--- config.mk ---
export PLATFORM = sky130hd
export DESIGN_NAME = modadd_serial
export DESIGN_NICKNAME = d
export VERILOG_FILES = /design/src/rtl/modadd_pkg.sv /design/src/rtl/modadd_seq.sv /design/src/rtl/modadd_slice.sv /design/src/rtl/modadd_wordbuf.sv /design/src/rtl/modadd_serial.sv
export SDC_FILE = /design/constraint.sdc
export NUM_CORES = 1
export LEC_CHECK = 0
export BUFFER_PORTS_ARGS = -buffer_cell sky130_fd_sc_hd__buf_2
export CAP_MARGIN = 0
export CORE_ASPECT_RATIO = 1.25
export CORE_UTILIZATION = 60
export DETAILED_ROUTE_END_ITERATION = 10
export PLACE_DENSITY = 0.79
export SYNTH_ARGS = -nofsm -noshare
export SYNTH_HDL_FRONTEND = slang
export SYNTH_SLANG_ARGS = --single-unit
--- constraint.sdc ---
create_clock -name clk -period 16.7 [get_ports clk]
set_input_delay 0 -clock clk [delete_from_list [all_inputs] [get_ports clk]]
set_output_delay 0 -clock clk [all_outputs]
set_load 0.01 [all_outputs]
--- src/rtl/modadd_pkg.sv ---
package modadd_pkg;
  typedef enum logic [1:0] {
    PH_IDLE  = 2'd0,
    PH_FETCH = 2'd1,
    PH_DRAIN = 2'd2,
    PH_WRITE = 2'd3
  } phase_t;
endpackage

--- src/rtl/modadd_seq.sv ---
module modadd_seq
  import modadd_pkg::*;
#(
  parameter int NUM_WORDS = 8,
  parameter int ADDR_W    = 3
) (
  input  logic              clk,
  input  logic              rst_n,
  input  logic              start,
  output logic              ready,
  output logic              clr,
  output logic [ADDR_W-1:0] rd_addr,
  output logic              take,
  output logic [ADDR_W-1:0] take_idx,
  output logic              take_last,
  output logic              wr_en,
  output logic [ADDR_W-1:0] wr_addr
);
  localparam logic [ADDR_W-1:0] LAST_IDX = ADDR_W'(NUM_WORDS - 1);

  phase_t            phase_q;
  logic [ADDR_W-1:0] rd_cnt_q;
  logic [ADDR_W-1:0] wr_cnt_q;
  logic              take_q;
  logic [ADDR_W-1:0] take_idx_q;

  always_ff @(posedge clk or negedge rst_n) begin
    if (!rst_n) begin
      phase_q    <= PH_IDLE;
      rd_cnt_q   <= '0;
      wr_cnt_q   <= '0;
      take_q     <= 1'b0;
      take_idx_q <= '0;
    end else begin
      take_q     <= (phase_q == PH_FETCH);
      take_idx_q <= rd_cnt_q;
      case (phase_q)
        PH_IDLE: begin
          if (start) begin
            phase_q  <= PH_FETCH;
            rd_cnt_q <= '0;
          end
        end
        PH_FETCH: begin
          if (rd_cnt_q == LAST_IDX) phase_q <= PH_DRAIN;
          else                      rd_cnt_q <= rd_cnt_q + 1'b1;
        end
        PH_DRAIN: begin
          phase_q  <= PH_WRITE;
          wr_cnt_q <= '0;
        end
        default: begin
          if (wr_cnt_q == LAST_IDX) phase_q <= PH_IDLE;
          else                      wr_cnt_q <= wr_cnt_q + 1'b1;
        end
      endcase
    end
  end

  always_comb begin
    ready     = (phase_q == PH_IDLE);
    clr       = (phase_q == PH_IDLE) && start;
    rd_addr   = rd_cnt_q;
    take      = take_q;
    take_idx  = take_idx_q;
    take_last = take_q && (take_idx_q == LAST_IDX);
    wr_en     = (phase_q == PH_WRITE);
    wr_addr   = wr_cnt_q;
  end
endmodule

--- src/rtl/modadd_slice.sv ---
module modadd_slice #(
  parameter int WORD_W = 32
) (
  input  logic              clk,
  input  logic              rst_n,
  input  logic              clr,
  input  logic              take,
  input  logic [WORD_W-1:0] a,
  input  logic [WORD_W-1:0] b,
  input  logic [WORD_W-1:0] n,
  output logic [WORD_W-1:0] sum_o,
  output logic [WORD_W-1:0] dif_o,
  output logic              carry_o,
  output logic              borrow_o
);
  logic [WORD_W:0] s_full;
  logic [WORD_W:0] d_full;
  logic            carry_q;
  logic            borrow_q;

  always_comb begin
    s_full   = {1'b0, a} + {1'b0, b} + {{WORD_W{1'b0}}, carry_q};
    d_full   = {1'b0, s_full[WORD_W-1:0]} - {1'b0, n} - {{WORD_W{1'b0}}, borrow_q};
    sum_o    = s_full[WORD_W-1:0];
    dif_o    = d_full[WORD_W-1:0];
    carry_o  = s_full[WORD_W];
    borrow_o = d_full[WORD_W];
  end

  always_ff @(posedge clk or negedge rst_n) begin
    if (!rst_n) begin
      carry_q  <= 1'b0;
      borrow_q <= 1'b0;
    end else if (clr) begin
      carry_q  <= 1'b0;
      borrow_q <= 1'b0;
    end else if (take) begin
      carry_q  <= s_full[WORD_W];
      borrow_q <= d_full[WORD_W];
    end
  end
endmodule

--- src/rtl/modadd_wordbuf.sv ---
module modadd_wordbuf #(
  parameter int WORD_W    = 32,
  parameter int NUM_WORDS = 8,
  parameter int ADDR_W    = 3
) (
  input  logic              clk,
  input  logic              we,
  input  logic [ADDR_W-1:0] waddr,
  input  logic [WORD_W-1:0] wdata,
  input  logic [ADDR_W-1:0] raddr,
  output logic [WORD_W-1:0] rdata
);
  logic [WORD_W-1:0] mem_q [NUM_WORDS];

  always_ff @(posedge clk) begin
    if (we) mem_q[waddr] <= wdata;
  end

  assign rdata = mem_q[raddr];
endmodule

--- src/rtl/modadd_serial.sv ---
module modadd_serial #(
  parameter int WORD_W    = 32,
  parameter int NUM_WORDS = 8,
  parameter int ADDR_W    = 3
) (
  input  logic              clk,
  input  logic              rst_n,
  input  logic              start,
  output logic              ready,
  output logic [ADDR_W-1:0] ab_addr,
  output logic [ADDR_W-1:0] n_addr,
  input  logic [WORD_W-1:0] a_word,
  input  logic [WORD_W-1:0] b_word,
  input  logic [WORD_W-1:0] n_word,
  output logic [ADDR_W-1:0] res_addr,
  output logic              res_we,
  output logic [WORD_W-1:0] res_word
);
  localparam int NUM_BANKS = 2;

  logic              clr, take, take_last, wr_en;
  logic [ADDR_W-1:0] rd_addr, take_idx, wr_addr;
  logic [WORD_W-1:0] sum_w, dif_w;
  logic              carry_w, borrow_w;
  logic              use_dif_q;
  logic [WORD_W-1:0] bank_wdata [NUM_BANKS];
  logic [WORD_W-1:0] bank_rdata [NUM_BANKS];

  modadd_seq #(.NUM_WORDS(NUM_WORDS), .ADDR_W(ADDR_W)) u_seq (
    .clk(clk), .rst_n(rst_n), .start(start), .ready(ready), .clr(clr),
    .rd_addr(rd_addr), .take(take), .take_idx(take_idx), .take_last(take_last),
    .wr_en(wr_en), .wr_addr(wr_addr)
  );

  modadd_slice #(.WORD_W(WORD_W)) u_slice (
    .clk(clk), .rst_n(rst_n), .clr(clr), .take(take),
    .a(a_word), .b(b_word), .n(n_word),
    .sum_o(sum_w), .dif_o(dif_w), .carry_o(carry_w), .borrow_o(borrow_w)
  );

  assign bank_wdata[0] = sum_w;
  assign bank_wdata[1] = dif_w;

  for (genvar g = 0; g < NUM_BANKS; g++) begin : g_bank
    modadd_wordbuf #(.WORD_W(WORD_W), .NUM_WORDS(NUM_WORDS), .ADDR_W(ADDR_W)) u_buf (
      .clk(clk), .we(take), .waddr(take_idx), .wdata(bank_wdata[g]),
      .raddr(wr_addr), .rdata(bank_rdata[g])
    );
  end

  // Full sum >= N when it overflowed or the trial subtraction did not borrow.
  always_ff @(posedge clk or negedge rst_n) begin
    if (!rst_n)         use_dif_q <= 1'b0;
    else if (take_last) use_dif_q <= carry_w | ~borrow_w;
  end

  always_comb begin
    ab_addr  = rd_addr;
    n_addr   = rd_addr;
    res_addr = wr_addr;
    res_we   = wr_en;
    res_word = use_dif_q ? bank_rdata[1] : bank_rdata[0];
  end
endmodule

==> results of run 1 <==
power by group:
group | total [W] | leakage [nW] | switching [W] | internal, W
clock network | 0.00110 | 0.751 | 0.000467 | 0.000630
registers | 0.00192 | 4.81 | 0.0000858 | 0.00183
logic | 0.00159 | 4.05 | 0.000902 | 0.000685
placed cells by master (no fill, tap or decap), types with 33 or more instances in the layout:
cell,count
edfxtp_1,512
a21o_1,45
nand2_1,38
a21oi_1,49
o21ai_0,33
xnor2_1,37
inv_1,107
clkbuf_16,50
buf_2,141
mux4_2,160
ha_1,100
state kept, by name, indices dropped and copies added, names as in the netlist:
name	count
g_bank.u_buf.mem_q	512
u_seq.phase_q	2
u_seq.rd_addr	3
u_seq.take	1
u_seq.take_idx	3
u_seq.wr_addr	3
u_slice.borrow_q	1
u_slice.carry_q	1
use_dif_q	1
stage by stage:
stage	worst slack, ns	utilization	cell area [um^2]	hold slack [ns]	instances
after floorplan	11.25	-	24060	-0.2956	1364
after global placement	11.22	0.6451	25370	-0.07476	1967
after detailed placement	10.95	0.6451	25370	-0.06439	1967
after CTS	10.85	0.6866	27000	0.02076	2062
after global routing	10.41	0.6866	27000	0.07147	2062
final	10.81	0.6867	27000	0.05064	2063
cells by family after synthesis:
kind of cell | Yosys count | share of synthesized area
AND/OR/NAND/NOR | 138 | 0.02865
AO/OA/AOI/OAI | 210 | 0.06235
adder cells (fa/ha/maj) | 104 | 0.05533
buffers and inverters | 160 | 0.02558
multiplexers | 162 | 0.1506
XOR/XNOR | 63 | 0.02293
flip-flops | 527 | 0.6546
layer usage:
layer,vias up,global-route usage,wire length [um]
met3,137,0.05854,4454
met5,-,0,68
met4,10,0.09705,1891
li1,5764,-,-
met1,6741,0.3590,20920
met2,573,0.4480,26380
final timing paths:
path	to
min in group asynchronous	u_slice.carry_q$_DFFE_PN0P_
max in group asynchronous	u_seq.wr_addr[0]$_DFFE_PN0P_
hold / removal	g_bank[0].u_buf.mem_q[3][0]$_DFFE_PP_
setup reg to reg	g_bank[1].u_buf.mem_q[7][31]$_DFFE_PP_
hold reg to reg	u_seq.take_idx[1]$_DFF_PN0_
setup / recovery	g_bank[1].u_buf.mem_q[7][31]$_DFFE_PP_
cell type report:
type | instances | area [um^2]
Tap cell | 498 | 623.1
Sequential cell | 527 | 15760
Clock buffer | 66 | 1311
Timing Repair Buffer | 164 | 893.4
Clock inverter | 23 | 261.5
Inverter | 107 | 401.6
Multi-Input combinational cell | 677 | 7751
Antenna cell | 1 | 2.502
Fill cell | 2496 | 12320
==> qor.yml, run 1 <==
finalCritPeriodShare: 0.3527
synth-edff-count: 512
peakVddDrop_uv: 124.6
drt-total-wl_mm: 53.71
hold_viol_final: 0
synth.largest_area_cell: "edfxtp_1"
critPathLaunch: "u_slice.carry_q$_DFFE_PN0P_"
synthToLayoutAreaGrowth_pct: 12.23
vias_per_cell: 6.411
avgSynthCellArea_um2: 17.64
async_reset_ff_frac: 0.02846
track_usage: 0.2712
power_density_nw_per_um2: 170.5
grt_overflow_total: 0
worstSetupPathType: "flop to flop"
synthTopCellsByCount: "512 x edfxtp_1, 160 x mux4_2, 107 x inv_1"
post_cts_buffers: 0
holdCritPathClass: "primary input to flop"
status: "finished clean"
period_needed_ns: 5.891
power_w: 0.004605
hold_buffers: 6
worstSetupEndpointType: "flop"
drc: 0
grt_max_degree: 57
dieWidth_um: 181.1
slew_viol_final: 0
synth_cell_type_count: 66
clk_path_buf_depth: 3
slowest_delay_ns: 0.46
fp.dieH_um: 225.9
rows: 81
cts.sinks: 527
path_cells: "fa_1 > inv_1 > fa_1 > nor2b_1 > o31a_1 > o21ai_2 > o21ai_1 > a31oi_2 > o31ai_2 > a31oi_1 > xor2_1 > ha_1 > inv_1 > ha_1 > nand2_1 > nor3_1 > nand2_1 > or2_2 > o311a_1 > o31a_1 > o21ai_1 > a21oi_1 > xnor2_1"
r2r_setup_slack_ns: 10.81
io_pins: 142
crit_arrival_ns: 6.19
relSlewSlack: 0.3167
hold_depth: 2
max_freq_mhz: 169.8
antenna_found_initial: 6
fin_skew_ns: 0.01931
clkTransAtPathRegs_ns: 0.07
cts_buffers: 49
ys_seq_elements: 527
wl_per_cell_um: 26.03
tritoncts: "yes"
die_area_um2: 40910
num_vias: 13230
clock_latency_ns: 0.58
tightest_slew_ns: 1.025
initial_utilization: 0.6119
synth.top_cell.area_share: 0.6390
crit_family: "compound AO/OA/AOI/OAI gates"
rsz0062_at_grt: "false"
htree_levels: 2
synth_ff_type: "edfxtp_1"
first_global_vias: 13630
grt_pass1_wl_mm: 81.06
hold_start: "b_word[0]"
slowest_stage: "xnor2_1"
root_buffer: "clkbuf_16"
crit_fanout: 8
setup_viol: 0
synthCells: 1364
seq_area_frac_synth: 0.6546
yosys_warnings: 0
critPathLaunchType: "flop"
synth_area_leaders: "edfxtp_1 64%, mux4_2 15%, ha_1 5.2%"
syn_area_um2: 24060
required_ns: 17.00
rr_worst_depth: 23
first_iter_violations: 1343
drive_gt1_frac: 0.2705
critical_path_depth: 23
cts_resized: 0
reg2reg_from: "u_slice.carry_q$_DFFE_PN0P_"
syn-num-nets: 1567
portBuffers: 141
synth_most_common_cell: "edfxtp_1"
ant_nets: 0
drt_first_pass_iters: 5
tns_ns: 0
coreArea_um2: 39320
place_congestion: 0.9858
critPathBufInv: 2
maxCapViolations: 0
p_leak_nw: 9.611
layout.nets: 1729
dp_hpwl_mm: 33.31
Power figures use the tool's default switching activity.
==> run 2, diff against run 1 <==
--- a/config.mk
+++ b/config.mk
@@ -8,9 +8,9 @@
 export BUFFER_PORTS_ARGS = -buffer_cell sky130_fd_sc_hd__buf_2
 export CAP_MARGIN = 0
 export CORE_ASPECT_RATIO = 1.25
-export CORE_UTILIZATION = 60
+export CORE_UTILIZATION = 55
 export DETAILED_ROUTE_END_ITERATION = 10
-export PLACE_DENSITY = 0.79
+export PLACE_DENSITY = 0.76
 export SYNTH_ARGS = -nofsm -noshare
 export SYNTH_HDL_FRONTEND = slang
 export SYNTH_SLANG_ARGS = --single-unit
==> constraint.sdc (replaced) <==
create_clock -name clk -period 5.2 [get_ports clk]
set_input_delay 0 -clock clk [delete_from_list [all_inputs] [get_ports clk]]
set_output_delay 0 -clock clk [all_outputs]
set_load 0.01 [all_outputs]
==> qor.yml, run 2 (synthesis results as in run 1) <==
worstSetupPathType: "flop to flop"
setup_viol: 0  # unchanged
peakVddDrop_uv: 399.2  # +220%
relSlewSlack: 0.2467  # -0.07000
clock_latency_ns: 0.57  # about the same
fin_skew_ns: 0.01483  # -0.004482 ns
seq_area_um2: 15760  # about the same
tightest_slew_ns: 1.127  # +0.1023 ns
hold_start: "b_word[0]"
tns_ns: 0  # unchanged
p_leak_nw: 10.04  # +4.5%
slew_viol_final: 0  # unchanged
vias_per_cell: 6.164  # -3.8%
clk_path_buf_depth: 3  # unchanged
final_cell_mix: "512 x edfxtp_1, 160 x mux4_2, 141 x buf_2"
hold_viol_final: 6  # +6
dieWidth_um: 189.1  # +4.4%
io_pins: 142  # unchanged
period_needed_ns: 5.032  # -0.8590 ns
portBuffers: 141  # unchanged
antenna_found_initial: 0  # -6
finalCritPeriodShare: 0.9677  # +0.6149
die_area_um2: 44590  # +9.0%
crit_fanout: 8  # unchanged
final_common_cell: "edfxtp_1"
worstSetupEndpointType: "flop"
drive_gt1_frac: 0.3282  # +0.05776
rows: 85  # +4.9%
crit_arrival_ns: 5.35  # -0.84 ns
drc: 0  # unchanged
ant_nets: 0  # unchanged
failed_checks: "negative hold slack"
critPathLaunch: "u_slice.carry_q$_DFFE_PN0P_"
drt-total-wl_mm: 55.57  # +3.5%
drt_first_pass_iters: 5  # unchanged
required_ns: 5.51  # -11.49 ns
critPathLaunchType: "flop"
coreArea_um2: 43070  # +9.5%
cts.sinks: 527  # unchanged
fin_hold_ws_ns: -0.007134  # -0.05777 ns
fp.dieH_um: 235.9  # +4.4%
dp_hpwl_mm: 34.14  # +2.5%
place_congestion: 0.9227  # -6.4%
wl_per_cell_um: 25.32  # -2.8%
grt_max_degree: 66  # +16%
finalNonFillerCells: 2195  # +6.4%
first_global_vias: 14080  # +3.3%
place_inst: 2089  # +6.2%
max_freq_mhz: 198.7  # +17%
synthToLayoutAreaGrowth_pct: 16.17
track_usage: 0.2560  # -0.01522
holdCritPathClass: "primary input to flop"
fin_ws_ns: 0.1681  # -10.64 ns
maxCapViolations: 0  # unchanged
layout.nets: 1796  # +3.9%
rsz0062_at_grt: "true"
grt_overflow_total: 0  # unchanged
place_worst_setup_slack_ns: -0.3333  # -11.29 ns
status: "finished, violations left"
root_buffer: "clkbuf_16"
reg2reg_from: "u_slice.carry_q$_DFFE_PN0P_"
htree_levels: 2  # unchanged
num_vias: 13530  # +2.3%
tritoncts: "yes"
antenna_cells: 0  # -1
cts_buffers: 47  # -4.1%
multi_input_comb_area_um2: 8028  # +3.6%
grt_pass1_wl_mm: 83.52  # +3.0%
initial_utilization: 0.5586  # -0.05327
largest_reg_flops: 512  # unchanged
power_density_nw_per_um2: 547.6  # +220%
largest_register: "g_bank.u_buf.mem_q"
fill_cells: 2860  # +15%
clkTransAtPathRegs_ns: 0.06  # about the same
first_iter_violations: 1262  # -6.0%
run 2: layout make-up:
class / instances / share of cell area
timing repair buffer: 233 / 0.05237
multi-input combinational: 677 / 0.2872
clock inverter: 29 / 0.01280
clock buffer: 57 / 0.04418
sequential: 527 / 0.5638
inverter: 107 / 0.01437
tap: 565 / 0.02529
run 2: path summary, 6_finish.rpt:
path	end	slack (ns)	cells after the start
worst min register to register	u_seq.take_idx[1]$_DFF_PN0_	0.51	0
worst max register to register	g_bank[1].u_buf.mem_q[2][31]$_DFFE_PP_	0.17	22
min in group asynchronous	u_seq.rd_addr[0]$_DFFE_PN0P_	0.54	3
worst max-delay path	g_bank[1].u_buf.mem_q[2][31]$_DFFE_PP_	0.17	22
max in group asynchronous	u_seq.wr_addr[1]$_DFFE_PN0P_	4.13	3
worst min-delay path	g_bank[0].u_buf.mem_q[3][0]$_DFFE_PP_	-0.007	2
run 2: report_power, final:
group | leakage (nW) | internal, W | switching, W | total [W]
Combinational | 4.46 | 0.00250 | 0.00297 | 0.00548
Sequential | 4.81 | 0.00588 | 0.000367 | 0.00625
Clock | 0.771 | 0.00209 | 0.00149 | 0.00358
run 2: repair_timing:
action                     4_1_cts  5_1_grt
pin swaps                        4       35
setup endpoints to repair       33       90
hold endpoints to repair        19        0
buffers inserted                 2       12
hold buffers                     7        0
gates resized for setup          9       42
run 2: routing by layer:
metal  share of wire  routed length, um  vias up  GRT usage
met5               0                  0        -          0
met3           0.083               4605      119    0.04791
met1            0.40              22030     6896     0.3521
li1                -                  -     5888          -
met4           0.036               1982        0    0.09702
met2            0.48              26950      628     0.4095
run 2: worst max-delay path: stages (launching register included):
cell	delay, ns
dfrtp_1	0.41
fa_2	0.41
a211oi_2	0.26
o211a_1	0.22
nor3_2	0.07
o31ai_2	0.26
nand2_1	0.13
buf_4	0.14
or2_2	0.26
a21oi_1	0.19
xor2_1	0.11
ha_1	0.29
inv_1	0.05
ha_1	0.30
nand2_1	0.11
nor3_4	0.24
nand2_2	0.11
o311a_4	0.41
o31a_1	0.28
o21ai_2	0.16
a21oi_2	0.08
xnor2_2	0.13
buf_4	0.15
run 2: metrics by stage:
step | instance area [um^2] | util | total power (W)
detailed placement | 25930 | 0.6020 | 0.01157
global route | 27950 | 0.6490 | 0.01601
floorplan | 24070 | - | 0.009807
global placement | 25930 | 0.6020 | 0.01143
finish | 27950 | 0.6490 | 0.01531
CTS | 27670 | 0.6423 | 0.01522
==> run 3, diff against run 2 <==
==> constraint.sdc (replaced) <==
create_clock -name clk -period 4.3 [get_ports clk]
set_input_delay 0 -clock clk [delete_from_list [all_inputs] [get_ports clk]]
set_output_delay 0 -clock clk [all_outputs]
set_load 0.01 [all_outputs]
==> qor.yml, run 3 (synthesis results as in run 1) <==
status: "finished, violations left"
failed_checks: "negative setup slack"
critPathLaunchType: "flop"
largest_reg_flops: 512  # unchanged
netSwitchingFraction: 0.3177  # +0.002144
endpoint: "g_bank[1].u_buf.mem_q[1][28]$_DFFE_PP_"
fin_area_um2: 29460  # +5.4%
portBuffers: 141  # unchanged
layout.nets: 1936  # +7.8%
antenna_found_initial: 1  # +1
relSlewSlack: 0.4598  # +0.2131
synthToLayoutAreaGrowth_pct: 22.42
die_area_um2: 44590  # unchanged
rows: 85  # unchanged
final_cell_mix: "512 x edfxtp_1, 217 x buf_4, 160 x mux4_2"
required_ns: 4.60  # -0.91 ns
finalNonFillerCells: 2337  # +6.5%
tritoncts: "yes"
clkTransAtPathRegs_ns: 0.06  # about the same
finalCritPeriodShare: 1.187  # +0.2195
rsz0062_at_grt: "true"
critPathLaunch: "u_slice.carry_q$_DFFE_PN0P_"
slowest_stage: "or4_1"
coreArea_um2: 43070  # unchanged
cts_buffers: 48  # +2.1%
ant_nets: 0  # unchanged
io_pins: 142  # unchanged
internal_power_w: 0.01322  # +26%
wl_per_cell_um: 24.80  # -2.0%
first_global_vias: 14910  # +5.9%
fin_ws_ns: -0.8047  # -0.9729 ns
power_density_nw_per_um2: 657.8  # +20%
placed_cell_area_um2: 26950  # +3.9%
clk_path_buf_depth: 3  # unchanged
rr_worst_depth: 22  # unchanged
root_buffer: "clkbuf_16"
cts.sinks: 527  # unchanged
grt_pass1_wl_mm: 86.88  # +4.0%
p_leak_nw: 10.80  # +7.5%
fp.dieH_um: 235.9  # unchanged
power_switching_w: 0.006155  # +27%
first_iter_violations: 1151  # -8.8%
power.share.clock: 0.220  # -0.014
place_inst: 2212  # +5.9%
fin_skew_ns: 0.01706  # +0.002233 ns
drc: 0  # unchanged
reg2reg_from: "u_slice.carry_q$_DFFE_PN0P_"
holdCritPathClass: "primary input to flop"
largest_register: "g_bank.u_buf.mem_q"
max_freq_mhz: 195.9  # -1.4%
final_common_cell: "edfxtp_1"
crit_arrival_ns: 5.41  # +0.06 ns
drive_gt1_frac: 0.4049  # +0.07664
dp_hpwl_mm: 35.39  # +3.7%
power_w: 0.01938  # +27%
worstSetupEndpointType: "flop"
drt_first_pass_iters: 4  # -1
vias_per_cell: 6.058  # -1.7%
track_usage: 0.2648  # +0.008813
postLayoutCoreUtil: 0.6839  # +0.03492
grt_max_degree: 82  # +24%
initial_utilization: 0.5586  # unchanged
place_congestion: 0.9497  # +2.9%
path_cells: "fa_2 > a211oi_2 > o211a_1 > nor3_2 > o31ai_2 > buf_4 > a31oi_4 > a221o_1 > a31o_1 > a21oi_2 > xor2_1 > ha_1 > inv_2 > ha_4 > or4_1 > o21ai_1 > a21oi_2 > a21o_1 > a21oi_1 > o21ai_1 > xor2_1 > buf_4"
maxCapViolations: 0  # unchanged
grt_overflow_total: 0  # unchanged
period_needed_ns: 5.105  # +0.07287 ns
r2r_setup_slack_ns: -0.80  # -0.97 ns
tightest_slew_ns: 0.8083  # -0.3189 ns
setup_viol: 146  # +146
r2r-end: "g_bank[1].u_buf.mem_q[1][28]$_DFFE_PP_"
hold_viol_final: 0  # -6
htree_levels: 2  # unchanged
num_vias: 14160  # +4.6%
clock_latency_ns: 0.57  # about the same
drt-total-wl_mm: 57.96  # +4.3%
worstSetupPathType: "flop to flop"
dieWidth_um: 189.1  # unchanged
slew_viol_final: 0  # unchanged
comb_power_share: 0.398  # +0.040
seqPwrFrac: 0.382  # -0.026
slowest_delay_ns: 0.52  # +0.11 ns
crit_fanout: 8  # unchanged
peakVddDrop_uv: 607.8  # +52%
run 3: power groups by stage:
stage          logic, W  registers [W]  clock network [W]
4_1_cts         0.00747        0.00740            0.00430
2_1_floorplan   0.00456        0.00736                  0
5_1_grt         0.00829        0.00745            0.00450
3_3_place_gp    0.00685        0.00746                  0
3_5_place_dp    0.00702        0.00750                  0
6_report        0.00772        0.00740            0.00426
run 3: layer usage:
metal  GRT usage  vias up  routed length [um]  share of wire
li1            -     6173                   -              -
met1      0.3435     7269               22330           0.39
met2      0.4461      576               29250           0.50
met3     0.03883      139                3764          0.065
met4      0.1166        0                2609          0.045
met5           0        -                   0              0
run 3: cell type report:
type                       instances  area [um^2]
sequential                       527        15760
clock inverter                    22        239.0
inverter                         107        401.6
clock buffer                      66         1331
tap                              565        706.9
fill                            2698        13620
multi-input combinational        677         8478
antenna                            1        2.502
timing repair buffer             372         2537
run 3: per-stage QoR:
step	hold WS, ns	setup slack (ns)	TNS, ns
after global placement	-0.07704	-0.7512	-63.63
final	0.05923	-0.8047	-68.54
after detailed placement	-0.07307	-0.8197	-78.52
after floorplan	-0.2956	-0.3749	-12.30
after global routing	0.06386	-1.069	-104.36
after CTS	0.03559	-0.6835	-46.24
run 3: critical path: cells and delay by family (launching register included):
family	cells	cell delay, ns
AO/OA/AOI/OAI	12	2.30
adder cells (fa/ha/maj)	3	0.87
AND/OR/NAND/NOR	2	0.59
flip-flops	1	0.41
buffers and inverters	3	0.40
XOR/XNOR	2	0.27
run 3: timing repair:
item / CTS / global route
buffers inserted: 21 / 12
hold buffers: 6 / 0
pin swaps: 47 / 35
setup endpoints to repair: 146 / 178
gates resized for setup: 73 / 29
endpoints found under the hold margin: 19 / 0
run 3: worst min path at each step:
stage | start | endpoint | cells past startpoint
2_1_floorplan | rst_n | u_seq.phase_q[0]$_DFFE_PN0P_ | 0
6_report | a_word[31] | use_dif_q$_DFFE_PN0P_ | 4
3_3_place_gp | rst_n | u_seq.rd_addr[1]$_DFFE_PN0P_ | 1
3_5_place_dp | rst_n | u_seq.rd_addr[1]$_DFFE_PN0P_ | 1
5_1_grt | b_word[0] | g_bank[0].u_buf.mem_q[2][0]$_DFFE_PP_ | 3
4_1_cts | a_word[31] | use_dif_q$_DFFE_PN0P_ | 4
